[src/rtl/xfer_abort_pkg.sv]
package xfer_abort_pkg;

   typedef enum logic [1:0] {
      XOP_SINGLE = 2'd0,
      XOP_LIST   = 2'd1,
      XOP_SWAP   = 2'd2,
      XOP_RSVD   = 2'd3
   } xop_e;

   typedef enum logic [1:0] {
      XS_IDLE   = 2'd0,
      XS_RUN    = 2'd1,
      XS_FINISH = 2'd2
   } xstate_e;

endpackage

[src/rtl/xfer_list_walker.sv]
// Holds the registers still to transfer; presents the lowest one each beat.
module xfer_list_walker #(
   parameter int NREG  = 16,
   parameter int IDX_W = $clog2(NREG)
) (
   input  logic             clk,
   input  logic             rst_n,
   input  logic             load,
   input  logic [NREG-1:0]  load_mask,
   input  logic             step,
   output logic [IDX_W-1:0] cur_idx,
   output logic             last
);

   logic [NREG-1:0] rem_q;
   logic [NREG-1:0] clr_bit;

   always_comb begin
      cur_idx = '0;
      for (int i = NREG - 1; i >= 0; i--) begin
         if (rem_q[i]) cur_idx = IDX_W'(i);
      end
   end

   assign clr_bit = {{(NREG-1){1'b0}}, 1'b1} << cur_idx;
   assign last    = ((rem_q & (rem_q - 1'b1)) == '0);

   always_ff @(posedge clk) begin
      if (!rst_n)    rem_q <= '0;
      else if (load) rem_q <= load_mask;
      else if (step) rem_q <= rem_q & ~clr_bit;
   end

endmodule

[src/rtl/xfer_wb_policy.sv]
// Base write-back decision; the abort style picks the single-transfer rule.
module xfer_wb_policy #(
   parameter bit LATE_ABORT = 1'b0
) (
   input  logic is_list,
   input  logic is_swap,
   input  logic is_load,
   input  logic base_hit,
   input  logic aborted,
   input  logic wb_req,
   output logic wb_ok
);

   logic single_ok;

   generate
      if (LATE_ABORT) begin : g_late
         assign single_ok = 1'b1;
      end else begin : g_early
         assign single_ok = !aborted;
      end
   endgenerate

   always_comb begin
      if (!wb_req || is_swap) wb_ok = 1'b0;
      else if (is_list)       wb_ok = !(is_load && base_hit && !aborted);
      else                    wb_ok = single_ok;
   end

endmodule

[src/rtl/xfer_abort_guard.sv]
module xfer_abort_guard
   import xfer_abort_pkg::*;
#(
   parameter int NREG       = 16,
   parameter bit LATE_ABORT = 1'b0,
   localparam int IDX_W     = $clog2(NREG)
) (
   input  logic             clk,
   input  logic             rst_n,
   input  logic             start_i,
   input  logic [1:0]       op_i,
   input  logic             load_i,
   input  logic [NREG-1:0]  list_i,
   input  logic [IDX_W-1:0] base_i,
   input  logic [IDX_W-1:0] dst_i,
   input  logic             wb_req_i,
   input  logic             beat_i,
   input  logic             abort_i,
   output logic             busy_o,
   output logic             rf_we_o,
   output logic [IDX_W-1:0] rf_idx_o,
   output logic             wb_en_o,
   output logic             aborted_o,
   output logic             abt_req_o
);

   if (NREG < 2 || NREG > 64) begin : g_bad_nreg
      $error("xfer_abort_guard: NREG must lie in 2..64");
   end

   xstate_e          st_q;
   xop_e             op_q;
   logic             load_q, wb_q, ab_q, hit_q;
   logic [IDX_W-1:0] dst_q;

   logic             start_go, beat_go, blocked, writes_reg;
   logic             is_list, is_swap, wb_ok, last;
   logic [IDX_W-1:0] cur_idx;
   logic [NREG-1:0]  seed;

   assign start_go = (st_q == XS_IDLE) && start_i;
   assign beat_go  = (st_q == XS_RUN) && beat_i;
   assign is_list  = (op_q == XOP_LIST);
   assign is_swap  = (op_q == XOP_SWAP);

   always_comb begin
      unique case (xop_e'(op_i))
         XOP_LIST: seed = list_i;
         XOP_SWAP: seed = NREG'(2'b11);
         default:  seed = NREG'(1'b1);
      endcase
   end

   xfer_list_walker #(.NREG(NREG), .IDX_W(IDX_W)) u_walk (
      .clk       (clk),
      .rst_n     (rst_n),
      .load      (start_go),
      .load_mask (seed),
      .step      (beat_go),
      .cur_idx   (cur_idx),
      .last      (last)
   );

   xfer_wb_policy #(.LATE_ABORT(LATE_ABORT)) u_wb (
      .is_list  (is_list),
      .is_swap  (is_swap),
      .is_load  (load_q),
      .base_hit (hit_q),
      .aborted  (ab_q),
      .wb_req   (wb_q),
      .wb_ok    (wb_ok)
   );

   always_ff @(posedge clk) begin
      if (!rst_n) begin
         st_q   <= XS_IDLE;
         op_q   <= XOP_SINGLE;
         load_q <= 1'b0;
         wb_q   <= 1'b0;
         hit_q  <= 1'b0;
         dst_q  <= '0;
         ab_q   <= 1'b0;
      end else begin
         unique case (st_q)
            XS_IDLE: if (start_go) begin
               op_q   <= xop_e'(op_i);
               load_q <= load_i;
               wb_q   <= wb_req_i;
               hit_q  <= list_i[base_i];
               dst_q  <= dst_i;
               ab_q   <= 1'b0;
               st_q   <= (seed == '0) ? XS_FINISH : XS_RUN;
            end
            XS_RUN: if (beat_go) begin
               if (abort_i) ab_q <= 1'b1;
               if (last)    st_q <= XS_FINISH;
            end
            default: begin
               ab_q <= 1'b0;
               st_q <= XS_IDLE;
            end
         endcase
      end
   end

   assign blocked    = ab_q || abort_i;
   assign writes_reg = is_swap ? last : load_q;

   assign busy_o    = (st_q != XS_IDLE);
   assign rf_we_o   = beat_go && !blocked && writes_reg;
   assign rf_idx_o  = is_list ? cur_idx : dst_q;
   assign wb_en_o   = (st_q == XS_FINISH) && wb_ok;
   assign abt_req_o = (st_q == XS_FINISH) && ab_q;
   assign aborted_o = ab_q;

endmodule

[config.mk]
export PLATFORM = sky130hd
export DESIGN_NAME = xfer_abort_guard
export DESIGN_NICKNAME = d
export VERILOG_FILES = /design/src/rtl/xfer_abort_pkg.sv /design/src/rtl/xfer_list_walker.sv /design/src/rtl/xfer_wb_policy.sv /design/src/rtl/xfer_abort_guard.sv
export SDC_FILE = /design/constraint.sdc
export NUM_CORES = 1
export LEC_CHECK = 0
export CAP_MARGIN = 40
export CORE_ASPECT_RATIO = 1.75
export CORE_MARGIN = 2
export CORE_UTILIZATION = 51
export CTS_CLUSTER_SIZE = 12
export DETAILED_ROUTE_END_ITERATION = 16
export HOLD_SLACK_MARGIN = 0.12
export PLACE_DENSITY = 0.84
export SLEW_MARGIN = 20
export SYNTH_ARGS = -nofsm -noshare
export SYNTH_HDL_FRONTEND = slang
export SYNTH_SLANG_ARGS = --single-unit
[constraint.sdc]
create_clock -name clk -period 2.1 [get_ports clk]
set_input_delay 0.315 -clock clk [delete_from_list [all_inputs] [get_ports clk]]
set_output_delay 0.315 -clock clk [all_outputs]
set_load 0.01 [all_outputs]
-- Yosys cells after proc, flatten, opt, wreduce, memory -nomap -nowiden
Index checks and enable logic that the tools add are counted.
Widths: inputs -> output; s select.
- bits in registers: 28
- input port bits: 33
- output and inout bits: 9
- word-level logic and storage cells: 80
- add/subtract/negate cells: 1
- $lt $le $gt $ge: 1
- equal/unequal tests: 10
- shifts and indexed selects: 1
- mux-type cells: 34
- bitwise gates (word level): 3
- reduce and logical (&&, ||, !) cells: 22
- operators by type and width (operator ; count):
    $mux 4 ; 17
    $and 16x16->16 ; 2
    $logic_not 16->1 ; 2
    $mux 16 ; 2
    $pmux 16 s2 ; 1
    $not 16->16 ; 1
    $shl 1x4->16 const A ; 1
    $sub 16x1->16 const B ; 1
    $logic_and 1x1->1 ; 8
    $mux 2 ; 4
    $ne 2x2->1 const B ; 4
    $mux 1 ; 7
    $eq 2x1->1 const B ; 3
    $eq 2x2->1 const B ; 3
    $reduce_and 3->1 ; 2
    $lt 4x5->1 const B ; 1
    $bmux 1 s4 ; 1
    $logic_not 1->1 ; 4
    $pmux 2 s2 ; 1
    $reduce_bool 2->1 ; 2
    $logic_not 2->1 ; 1
    $logic_or 1x1->1 ; 2
    $pmux 1 s2 ; 1
    $reduce_and 2->1 ; 1

-- Logic depth before layout (Yosys ltp)
Gate-level depths: netlist of run 1.
- depth in word-level cells: 21
- depth in mapped cells: 9
- depth with buffers taken out: 6

-- Cells and area by module
Synthesis of run 1 repeated with hierarchy kept, for this count alone.
- cell total of the unflattened synthesis: 241
- area, all modules: 1996.9 um2
- modules (own cells, without submodules) (module ; instances ; cells each ; area each (um2) ; seq. area each (um2)):
    xfer_list_walker ; 1 ; 137 ; 1076.0 ; 320.3
    xfer_abort_guard ; 1 ; 101 ; 889.6 ; 240.2
    xfer_wb_policy ; 1 ; 3 ; 31.3 ; 0.0

-- Worst setup path before layout of run 1
No wires, ideal clock.
- path type: register to output
- start point: register u_walk.rem_q[5]
- end point: output rf_we_o
- data arrival time: 1.705 ns
- data required time: 1.785 ns
- path slack: 0.080 ns
- cell stages (with the launch flop): 7
- buffers on the path: 1
- path through: dfxtp_1 -> buf_6 -> nor4_4 -> a41oi_2 -> a2111oi_4 -> and4_1 -> o211a_1
- word-level cells in the longest chain between the ends: 5
- ends and longest elaborated chain (item ; line ; text):
    start: declaration ; xfer_list_walker.sv:15 ; logic [NREG-1:0] rem_q;
    start signal: assignment ; xfer_list_walker.sv:30 ; else if (load) rem_q <= load_mask;
    start signal: assignment ; xfer_list_walker.sv:31 ; else if (step) rem_q <= rem_q & ~clr_bit;
    $sub 16x1->16 ; xfer_list_walker.sv:26 ; assign last = ((rem_q & (rem_q - 1'b1)) == '0);
    $and 16x16->16 * ; xfer_list_walker.sv:26 ;
    $logic_not 16->1 * ; xfer_list_walker.sv:26 ;
    $mux 1 * ; xfer_abort_guard.sv:107 ; assign writes_reg = is_swap ? last : load_q;
    $logic_and 1x1->1 * ; xfer_abort_guard.sv:110 ; assign rf_we_o = beat_go && !blocked && writes_reg;
    end: declaration ; xfer_abort_guard.sv:20 ; output logic rf_we_o,
Every way passes the cells marked *; elsewhere a longest branch is shown, timed or not.

-- Worst setup path in the final report of run 1
- start point: register u_walk.rem_q[7]
- end point: output rf_we_o
Same word-level chain as after synthesis.

==> metrics.log, run 1 <==
[metrics] failing checks: setup timing
[metrics] Vert. Die Dim: 85.66 um
[metrics] count leader, synth: sky130_fd_sc_hd__nand2_1
[metrics] DRC: 0
[metrics] fraction of layout cells with a size suffix above 1: 41.04%
[metrics] critical path startpoint category: register
[metrics] crit-path leading delay family: compound AO/OA/AOI/OAI gates
[metrics] Worst EP arrival: 2020 ps
[metrics] Clock Latency Late Sink: 280 ps
[metrics] Placement Rows: 29
[metrics] root buffer cell: sky130_fd_sc_hd__clkbuf_8
[metrics] Post-Syn Area: 1943 um2
[metrics] post-synth cell types: 54
[metrics] starting utilization of the core area: 53.55%
[metrics] number of vias per cell: 6.594
[metrics] Hold-fix buffers, CTS: 0
[metrics] GRT Total Usage: 37.26%
[metrics] synthesized net count: 275
[metrics] Post-Place Worst Slack: -342.6 ps
[metrics] critical path, cell by cell: buf_4, o21ai_1, o211ai_1, a2111oi_4, and4_1, o211a_1, buf_2
[metrics] final setup violating endpoints: 6
[metrics] highest ir drop seen on vdd: 0.0005865 V
[metrics] clk buf depth: 2
[metrics] number of diodes: 0
[metrics] Area growth, synth to finish: 66.32%
[metrics] buffering stage count on the worst path with inverters included: 2
[metrics] Tot Pwr: 1784 uW
[metrics] type of the worst setup path: reg -> out
[metrics] met1 capacity usage during global routing: 38.94%
[metrics] number of enable flip-flop cells after synthesis: 0
[metrics] slowest stage delay, CP: 360 ps
[metrics] Hold Vio Cnt, Final: 0
[metrics] Lkg Pwr: 0.001317 uW
[metrics] number of global-route vias before repair: 2545
[metrics] antenna violations before repair: 0
[metrics] largest fanout of any net on the critical path: 8
[metrics] vias after detailed routing: 2585
[metrics] number of top-level pins: 42
[metrics] number of max-slew violations in the final report: 0
[metrics] most heavily used metal layer in global routing: met2
[metrics] Min-Delay Path Class: reg -> reg
[metrics] number of I/O port buffers: 41
[metrics] half-perimeter wire length after placement: approximately 5500 um
[metrics] fin worst setup slack: -236.0 ps
[metrics] total number of clock tree sinks: 28
[metrics] CTS HTree Levels: 1
[metrics] largest net degree at the start of global routing: 18
[metrics] net total in the final layout: between 300 and 400
[metrics] global-route wire length before repair: 12080 um
[metrics] RePlAce Congestion: about 0.95
[metrics] standard cell area after detailed placement: around 2800 um2
[metrics] power density over cell area: approximately 550 nW/um2
[metrics] period utilization: 111.2%
[metrics] final critical delay including setup and external delays: 2336 ps
[metrics] clk slew on worst S/H paths: 100 ps
[metrics] met3 Track Usage GR: 3.833%
[metrics] transition at the pin with the smallest max-transition slack: 364.7 ps
[metrics] Achievable Freq: 0.4281 GHz
[metrics] cell accounting for the most synthesized area: sky130_fd_sc_hd__dfxtp_1
[metrics] largest cells by area after synthesis: sky130_fd_sc_hd__dfxtp_1 (29%), sky130_fd_sc_hd__nand2_1 (6.8%), sky130_fd_sc_hd__mux4_2 (5.8%)
[metrics] area of the core: roughly 3600 um2
[metrics] critical path endpoint category: output pin
[metrics] count of state elements after synthesis: 28
[metrics] aggregate routed wire length: 9090 um
[metrics] tightest slew margin relative to the limit: 75.69%
[metrics] cell types with the highest counts after synthesis: sky130_fd_sc_hd__nand2_1 (35), sky130_fd_sc_hd__dfxtp_1 (28), sky130_fd_sc_hd__a21oi_1 (19)
[metrics] Layout Cell Area excl Fill: between 3000 and 4000 um2
[metrics] routing usage on met2: 66.27%
[metrics] share of synthesized area occupied by flip-flops and latches: just under 30%
[metrics] DRT antenna net count: 0
[metrics] floorplan die width: 50.66 um
[metrics] post-synth top area share: 28.85%
[metrics] Syn Inst Count: between 200 and 250
[metrics] per-cell routed wire length: 23.19 um
[metrics] CP max stage cell: sky130_fd_sc_hd__dfxtp_2
[metrics] mean cell area of the mapped netlist: 8.096 um2
[metrics] share of synthesized flip-flops with an asynchronous set or reset: 0%
[metrics] unrepaired setup endpoints after global routing: yes
[metrics] maximum clock skew at final layout: 4.796 ps
[metrics] Pre-antenna DRT Iters: 7
[metrics] drt initial violations: just under 200
[metrics] Required @ worst endpoint: 1780 ps
[metrics] number of buffers created by CTS: 3
[metrics] predominant post-synthesis flop cell: sky130_fd_sc_hd__dfxtp_1
[metrics] total overflow reported by the global router: 0
[metrics] area enclosed by the die boundary: about 4300 um2
[metrics] clock tree from TritonCTS: built
[metrics] run status: finished with violations
[metrics] total of max-cap violations: 0
[metrics] warnings from Yosys: 0
report_power, final:
part / switching (uW) / leakage, uW / internal [uW] / total [uW]
clock: 184 / 0.0000288 / 169 / 353
sequential: 52.6 / 0.000235 / 564 / 617
combinational: 395 / 0.00105 / 419 / 814
logic make-up (layout without fill, tap and decap cells):
kind of cell	after synthesis	in the layout	synth area share (%)
multiplexers	5	5	5.795
AO/OA/AOI/OAI	77	77	30.46
flip-flops	28	28	28.85
adder cells (fa/ha/maj)	2	2	1.288
buffers and inverters	28	134	6.374
AND/OR/NAND/NOR	100	100	27.24
worst paths after layout:
check	start	end	slack [ps]	cells after the start
worst min-delay path	dst_q[3]$_SDFFE_PN0P_	dst_q[3]$_SDFFE_PN0P_	460	2
worst max register to register	u_walk.rem_q[7]$_SDFFE_PN0P_	st_q[1]$_SDFFE_PN0P_	-200	10
worst min register to register	dst_q[3]$_SDFFE_PN0P_	dst_q[3]$_SDFFE_PN0P_	460	2
worst max-delay path	u_walk.rem_q[7]$_SDFFE_PN0P_	rf_we_o	-240	7
layout make-up:
type,instances,area (um2)
Tap cell,46,57.56
Multi-Input combinational cell,184,1466
Clock buffer,4,55.05
Sequential cell,28,585.6
Fill cell,184,396.6
Timing Repair Buffer,122,1037
Inverter,8,30.03
metrics by stage:
stage               hold slack, ps  std cells  util [%]  TNS, ps
finish                       462.3        392     89.07   -604.7
global route                 474.4        392     89.07   -990.9
CTS                          461.8        387     84.97   -290.2
detailed placement           448.3        372     78.00    -1183
global placement             443.6        372     78.00    -1099
floorplan                    436.4        240         -        0
sequential cells by signal, indices dropped and copies added (netlist names):
register and flops:
op_q 2, hit_q 1, wb_q 1, u_walk.rem_q 16, load_q 1, aborted_o 1
st_q 2, dst_q 4
cells in the final DEF, fill, tap and decap left out, types with 3 or more instances in the layout:
cell                              netlist  final
sky130_fd_sc_hd__nand2_1               35     33
sky130_fd_sc_hd__mux4_2                 5      5
sky130_fd_sc_hd__nand2b_1               9      8
sky130_fd_sc_hd__dfxtp_4                0      4
sky130_fd_sc_hd__inv_1                  7      7
sky130_fd_sc_hd__a21oi_1               19     18
sky130_fd_sc_hd__nor2b_1                3      3
sky130_fd_sc_hd__buf_2                  3      5
sky130_fd_sc_hd__nor4_1                 6      5
sky130_fd_sc_hd__nor2_1                17     13
sky130_fd_sc_hd__clkdlybuf4s50_1        0     36
sky130_fd_sc_hd__nor4_4                 1      3
sky130_fd_sc_hd__dfxtp_1               28     16
sky130_fd_sc_hd__nand3_1                7      6
sky130_fd_sc_hd__o21ai_0                6      4
sky130_fd_sc_hd__a211oi_1               4      4
sky130_fd_sc_hd__nor3_1                 4      4
sky130_fd_sc_hd__clkbuf_8               0      4
sky130_fd_sc_hd__buf_4                  0     74
sky130_fd_sc_hd__dfxtp_2                0      8
sky130_fd_sc_hd__o21ai_2                0      4
sky130_fd_sc_hd__buf_6                  2      5
sky130_fd_sc_hd__a32o_1                10     10
sky130_fd_sc_hd__o21ai_1                6      4
sky130_fd_sc_hd__a22o_1                11     11
metal layers:
metal  part of all wire [%]  wire, um  up-vias
met2                     50      4556      185
li1                       -         -     1121
met3                    7.3       664       76
met4                    9.6       871        0
met1                     33      2997     1203
met5                      0         0        -
timing repair:
action / in CTS / in global routing
resized for setup: 56 / 23
setup buffers: 11 / 5
setup endpoints to repair: 5 / 7
pin swaps: 16 / 13
worst register-to-register path: stages, from the launching register on:
cell,delay (ps)
sky130_fd_sc_hd__dfxtp_2,360
sky130_fd_sc_hd__or4_4,540
sky130_fd_sc_hd__a2bb2oi_2,170
sky130_fd_sc_hd__a21oi_2,180
sky130_fd_sc_hd__buf_4,130
sky130_fd_sc_hd__buf_4,90
sky130_fd_sc_hd__buf_4,90
sky130_fd_sc_hd__buf_4,90
sky130_fd_sc_hd__buf_4,100
sky130_fd_sc_hd__nand4_4,120
sky130_fd_sc_hd__a2111oi_4,330
No activity file was read; power rests on OpenSTA's default activity.
==> inputs of run 2 (changes only) <==
--- a/config.mk
+++ b/config.mk
@@ -8,11 +8,11 @@
 export CAP_MARGIN = 40
 export CORE_ASPECT_RATIO = 1.75
 export CORE_MARGIN = 2
-export CORE_UTILIZATION = 51
+export CORE_UTILIZATION = 30
 export CTS_CLUSTER_SIZE = 12
 export DETAILED_ROUTE_END_ITERATION = 16
 export HOLD_SLACK_MARGIN = 0.12
-export PLACE_DENSITY = 0.84
+export PLACE_DENSITY = 0.56
 export SLEW_MARGIN = 20
 export SYNTH_ARGS = -nofsm -noshare
 export SYNTH_HDL_FRONTEND = slang
==> constraint.sdc (replaced) <==
create_clock -name clk -period 2.1 [get_ports clk]
set_input_delay 0.42 -clock clk [delete_from_list [all_inputs] [get_ports clk]]
set_output_delay 0.42 -clock clk [all_outputs]
set_load 0.005 [all_outputs]
==> metrics.log, run 2 (synthesis results as in run 1) <==
[metrics] Required @ worst endpoint: 1680 ps (-100 ps)
[metrics] highest ir drop seen on vdd: 0.0003381 V (-42%)
[metrics] total number of clock tree sinks: 28 (unchanged)
[metrics] per-cell routed wire length: 18.47 um (-20%)
[metrics] RePlAce Congestion: 0.9094 (-4.1%)
[metrics] Layout Cell Area excl Fill: 3327 um2 (+2.9%)
[metrics] net total in the final layout: 386 (+1.0%)
[metrics] largest registers: u_walk.rem_q: 16 flops, dst_q: 4 flops
[metrics] DRT antenna net count: 0 (unchanged)
[metrics] Largest register FFs: 16 (unchanged)
[metrics] starting utilization of the core area: 31.20% (-22 points)
[metrics] Hold Slack: 461.1 ps (-1.163 ps)
[metrics] clk slew on worst S/H paths: 100 ps (about the same)
[metrics] CTS HTree Levels: 1 (unchanged)
[metrics] type of the worst setup path: reg -> out
[metrics] highest-count cells in the layout ignoring fill and taps: sky130_fd_sc_hd__buf_4 (69), sky130_fd_sc_hd__clkdlybuf4s50_1 (35), sky130_fd_sc_hd__nand2_1 (34), sky130_fd_sc_hd__a21oi_1 (17), sky130_fd_sc_hd__dfxtp_1 (16)
[metrics] Hold Vio Cnt, Final: 0 (unchanged)
[metrics] fin worst setup slack: -256.8 ps (-20.82 ps)
[metrics] GRT Total Usage: 22.76% (-15 points)
[metrics] fraction of layout cells with a size suffix above 1: 42.12% (+1.1 points)
[metrics] met1 capacity usage during global routing: 23.60% (-15 points)
[metrics] number of max-slew violations in the final report: 0 (unchanged)
[metrics] number of buffers created by CTS: 3 (unchanged)
[metrics] Min-Delay Path Class: reg -> reg
[metrics] drt initial violations: 115 (-41%)
[metrics] aggregate routed wire length: 7923 um (-13%)
[metrics] tightest slew margin relative to the limit: 77.21% (+1.5 points)
[metrics] Pre-antenna DRT Iters: 4 (-3)
[metrics] Worst EP arrival: 1940 ps (-80 ps)
[metrics] number of diodes: 0 (unchanged)
[metrics] Clock Latency Late Sink: 280 ps (about the same)
[metrics] area enclosed by the die boundary: 7162 um2 (+65%)
[metrics] standard cell area after detailed placement: 2880 um2 (+1.8%)
[metrics] total of max-cap violations: 0 (unchanged)
[metrics] unrepaired setup endpoints after global routing: yes
[metrics] total overflow reported by the global router: 0 (unchanged)
[metrics] global-route wire length before repair: 12560 um (+4.0%)
[metrics] DRC: 0 (unchanged)
[metrics] floorplan die width: 64.84 um (+28%)
[metrics] number of I/O port buffers: 41 (unchanged)
[metrics] final critical delay including setup and external delays: 2357 ps (+20.82 ps)
[metrics] clock tree from TritonCTS: built
[metrics] routing usage on met2: 40.55% (-26 points)
[metrics] maximum clock skew at final layout: 3.419 ps (-1.377 ps)
[metrics] critical path endpoint category: output pin
[metrics] transition at the pin with the smallest max-transition slack: 341.9 ps (-22.78 ps)
[metrics] commonest non-fill, non-tap cell in the layout: sky130_fd_sc_hd__buf_4
[metrics] number of vias per cell: 5.643 (-14%)
[metrics] Area growth, synth to finish: 71.22%
[metrics] half-perimeter wire length after placement: 5673 um (+2.5%)
[metrics] period utilization: 112.2% (+0.99 points)
[metrics] area of the core: 6228 um2 (+72%)
[metrics] root buffer cell: sky130_fd_sc_hd__clkbuf_8
[metrics] number of top-level pins: 42 (unchanged)
[metrics] Placement Rows: 38 (+31%)
[metrics] most heavily used metal layer in global routing: met2
[metrics] fillcell total: 575 (+210%)
[metrics] vias after detailed routing: 2421 (-6.3%)
[metrics] core occupancy in the finished layout: 53.42% (-36 points)
[metrics] run status: finished with violations
[metrics] final setup violating endpoints: 5 (-1)
[metrics] failing checks: setup timing
[metrics] largest register by flop count: u_walk.rem_q
[metrics] met3 Track Usage GR: 3.462% (-0.37 points)
[metrics] largest net degree at the start of global routing: 18 (unchanged)
[metrics] Vert. Die Dim: 110.5 um (+29%)
[metrics] number of global-route vias before repair: 2521 (-0.94%)
[metrics] critical path startpoint category: register
[metrics] Lkg Pwr: 0.001341 uW (+1.8%)
[metrics] clk buf depth: 2 (unchanged)
[metrics] Achievable Freq: 0.4243 GHz (-0.88%)
[metrics] antenna violations before repair: 0 (unchanged)
[metrics] Tot Pwr: 1746 uW (-2.1%)
[metrics] largest fanout of any net on the critical path: 4 (-4)
[metrics] power density over cell area: 524.8 nW/um2 (-4.9%)
run 2: timing repair:
item,in CTS,in global routing
gates cloned,1,0
pin swaps,27,16
hold buffers,0,0
buffers inserted,23,5
gates resized for setup,82,20
endpoints found under the setup margin,6,10
run 2: routing by layer:
layer | vias to the layer above | routed length [um]
met5 | - | 0
met2 | 100 | 4292
met4 | 0 | 569
met3 | 41 | 365
met1 | 1152 | 2696
li1 | 1128 | -
run 2: worst max-delay path, cell delays in order (launching register included):
cell	delay (ps)
sky130_fd_sc_hd__dfxtp_4	380
sky130_fd_sc_hd__or4_4	530
sky130_fd_sc_hd__a2bb2oi_2	150
sky130_fd_sc_hd__a21oi_2	150
sky130_fd_sc_hd__and4_1	200
sky130_fd_sc_hd__o211a_1	160
sky130_fd_sc_hd__buf_2	110
run 2: per-stage QoR:
| step | instances | TNS, ps | worst slack (ps) |
|---|---|---|---|
| final | 429 | -682.0 | -256.8 |
| after global routing | 429 | -1143 | -345.1 |
| after CTS | 431 | -1388 | -276.9 |
| after detailed placement | 407 | -1698 | -393.8 |
| after global placement | 407 | -1695 | -368.8 |
| after floorplan | 240 | 0 | 6.010 |
run 2: final timing paths:
path | startpoint | end | slack [ps] | depth (start not counted)
worst min-delay path | dst_q[2]$_SDFFE_PN0P_ | dst_q[2]$_SDFFE_PN0P_ | 460 | 2
worst min register to register | dst_q[2]$_SDFFE_PN0P_ | dst_q[2]$_SDFFE_PN0P_ | 460 | 2
worst max-delay path | u_walk.rem_q[7]$_SDFFE_PN0P_ | rf_we_o | -260 | 6
worst max register to register | u_walk.rem_q[7]$_SDFFE_PN0P_ | st_q[1]$_SDFFE_PN0P_ | 10 | 9
run 2: layout make-up:
class	instances	area [um2]	share of cell area, %
Sequential cell	28	595.6	17.90
Inverter	8	30.03	0.9026
Timing Repair Buffer	126	1094	32.87
Clock buffer	3	41.29	1.241
Tap cell	80	100.1	3.009
Multi-Input combinational cell	184	1466	44.08
run 2: where the power goes:
group	internal [uW]	switching [uW]
combinational	453	385
sequential	560	39.8
clock	129	179
==> inputs of run 3 (changes only) <==
--- a/config.mk
+++ b/config.mk
@@ -11,6 +11,7 @@
 export CORE_UTILIZATION = 30
 export CTS_CLUSTER_SIZE = 12
 export DETAILED_ROUTE_END_ITERATION = 16
+export GPL_ROUTABILITY_DRIVEN = 0
 export HOLD_SLACK_MARGIN = 0.12
 export PLACE_DENSITY = 0.56
 export SLEW_MARGIN = 20
==> metrics.log, run 3 (synthesis results as in run 1) <==
[metrics] run status: finished with violations
[metrics] failing checks: setup timing
[metrics] net total in the final layout: 379 (-1.8%)
[metrics] starting utilization of the core area: 31.20% (unchanged)
[metrics] origin of the worst min-delay path: dst_q[1]$_SDFFE_PN0P_
[metrics] root buffer cell: sky130_fd_sc_hd__clkbuf_8
[metrics] Largest register FFs: 16 (unchanged)
[metrics] CP Launch Point: u_walk.rem_q[7]$_SDFFE_PN0P_
[metrics] Min-Delay Path Class: reg -> reg
[metrics] fillcell total: 606 (+5.4%)
[metrics] number of vias per cell: 5.595 (-0.86%)
[metrics] Required @ worst endpoint: 1680 ps (about the same)
[metrics] Hold Vio Cnt, Final: 0 (unchanged)
[metrics] critical path endpoint category: output pin
[metrics] tightest slew margin relative to the limit: 77.23% (about the same)
[metrics] transition at the pin with the smallest max-transition slack: 339.3 ps (-2.579 ps)
[metrics] standard cell area after detailed placement: 2888 um2 (+0.26%)
[metrics] number of top-level pins: 42 (unchanged)
[metrics] Hold Slack: 463.0 ps (+1.916 ps)
[metrics] antenna violations before repair: 0 (unchanged)
[metrics] power density over cell area: 517.8 nW/um2 (-1.3%)
[metrics] CTS HTree Levels: 1 (unchanged)
[metrics] count of placed standard cells in the final layout, fillers left out: 422 (-1.6%)
[metrics] fin worst setup slack: -290.1 ps (-33.31 ps)
[metrics] Placement Rows: 38 (unchanged)
[metrics] highest-count cells in the layout ignoring fill and taps: sky130_fd_sc_hd__buf_4 (69), sky130_fd_sc_hd__clkdlybuf4s50_1 (35), sky130_fd_sc_hd__nand2_1 (34), sky130_fd_sc_hd__a21oi_1 (18), sky130_fd_sc_hd__dfxtp_1 (14)
[metrics] DRC: 0 (unchanged)
[metrics] clk buf depth: 2 (unchanged)
[metrics] period utilization: 113.8% (+1.6 points)
[metrics] commonest non-fill, non-tap cell in the layout: sky130_fd_sc_hd__buf_4
[metrics] half-perimeter wire length after placement: 5827 um (+2.7%)
[metrics] floorplan die width: 64.84 um (unchanged)
[metrics] total number of clock tree sinks: 28 (unchanged)
[metrics] multi-input combinational cell area: 1470 um2 (+0.26%)
[metrics] number of I/O port buffers: 41 (unchanged)
[metrics] Pre-antenna DRT Iters: 4 (unchanged)
[metrics] number of buffers created by CTS: 3 (unchanged)
[metrics] Clock Latency Late Sink: 280 ps (about the same)
[metrics] total overflow reported by the global router: 0 (unchanged)
[metrics] GRT Total Usage: 21.52% (-1.2 points)
[metrics] DRT antenna net count: 0 (unchanged)
[metrics] Placed Instances: 408 (+0.25%)
[metrics] FF/Latch Area: 593.1 um2 (-0.42%)
[metrics] largest fanout of any net on the critical path: 4 (unchanged)
[metrics] total of max-cap violations: 0 (unchanged)
[metrics] number of max-slew violations in the final report: 0 (unchanged)
[metrics] Vert. Die Dim: 110.5 um (unchanged)
[metrics] worst reg2reg path startpoint: u_walk.rem_q[14]$_SDFFE_PN0P_
[metrics] Area growth, synth to finish: 67.93%
[metrics] Worst EP arrival: 1970 ps (+30 ps)
[metrics] final setup violating endpoints: 7 (+2)
[metrics] critical path startpoint category: register
[metrics] sum of negative setup slack: -1002 ps (-320.0 ps)
[metrics] vias after detailed routing: 2361 (-2.5%)
[metrics] unrepaired setup endpoints after global routing: yes
[metrics] global-route wire length before repair: 11820 um (-5.9%)
[metrics] largest registers: u_walk.rem_q: 16 flops, dst_q: 4 flops
[metrics] largest net degree at the start of global routing: 18 (unchanged)
[metrics] number of diodes: 0 (unchanged)
[metrics] type of the worst setup path: reg -> out
[metrics] fraction of layout cells with a size suffix above 1: 41.52% (-0.60 points)
[metrics] number of global-route vias before repair: 2424 (-3.8%)
[metrics] aggregate routed wire length: 7614 um (-3.9%)
[metrics] drt initial violations: 104 (-9.6%)
[metrics] Lkg Pwr: 0.001324 uW (-1.3%)
[metrics] clk slew on worst S/H paths: 100 ps (about the same)
[metrics] maximum clock skew at final layout: 5.715 ps (+2.295 ps)
[metrics] clock tree from TritonCTS: built
[metrics] Achievable Freq: 0.4184 GHz (-1.4%)
[metrics] per-cell routed wire length: 18.04 um (-2.3%)
[metrics] highest ir drop seen on vdd: 0.0003171 V (-6.2%)
[metrics] final critical delay including setup and external delays: 2390 ps (+33.31 ps)
[metrics] area of the core: 6228 um2 (unchanged)
[metrics] largest register by flop count: u_walk.rem_q
[metrics] area enclosed by the die boundary: 7162 um2 (unchanged)
[metrics] Layout Cell Area excl Fill: 3263 um2 (-1.9%)
-- run 3: cell type report --
| class | count | area share, % |
|---|---|---|
| multi-input combinational | 184 | 45.05 |
| timing repair buffer | 119 | 31.52 |
| sequential | 28 | 18.17 |
| tap | 80 | 3.067 |
| clock buffer | 3 | 1.265 |
| inverter | 8 | 0.9202 |
-- run 3: power breakdown --
part / leakage [uW] / switching (uW) / internal [uW]
clock network: 0.0000216 / 170 / 129
registers: 0.000237 / 41.9 / 563
logic: 0.00107 / 361 / 425
-- run 3: worst paths after layout --
check                           slack (ps)  depth (start not counted)                      endpoint
worst max-delay path                  -290                          6                       rf_we_o
worst min-delay path                   460                          2         dst_q[1]$_SDFFE_PN0P_
worst max register to register        -190                         13  u_walk.rem_q[9]$_SDFFE_PN0P_
worst min register to register         460                          2         dst_q[1]$_SDFFE_PN0P_
-- run 3: what timing repair did --
action / in CTS / in global routing
hold buffers: 0 / 0
pin swaps: 18 / 13
setup buffers: 9 / 2
endpoints found under the setup margin: 6 / 10
gates resized for setup: 66 / 23
-- run 3: routing by layer --
layer,global-route usage (%),vias up,routed length [um]
met5,0,-,0
met4,14.47,0,547
met3,1.731,32,233
met2,39.79,75,4176
met1,21.90,1144,2657
li1,-,1110,-
-- run 3: through the flow --
| step | utilization (%) | total power (uW) | setup slack (ps) |
|---|---|---|---|
| 2_1_floorplan | - | 914.1 | 6.010 |
| 3_3_place_gp | 46.36 | 1262 | -373.6 |
| 3_5_place_dp | 46.36 | 1263 | -410.0 |
| 4_1_cts | 50.72 | 1654 | -292.3 |
| 5_1_grt | 52.39 | 1775 | -332.3 |
| 6_report | 52.39 | 1690 | -290.1 |
-- run 3: critical path: stages, from the launching register on --
cell and delay [ps]:
sky130_fd_sc_hd__dfxtp_4 380, sky130_fd_sc_hd__or4_4 540, sky130_fd_sc_hd__a2bb2oi_2 160, sky130_fd_sc_hd__a21oi_2 170
sky130_fd_sc_hd__and4_1 200, sky130_fd_sc_hd__o211a_1 140, sky130_fd_sc_hd__buf_2 110
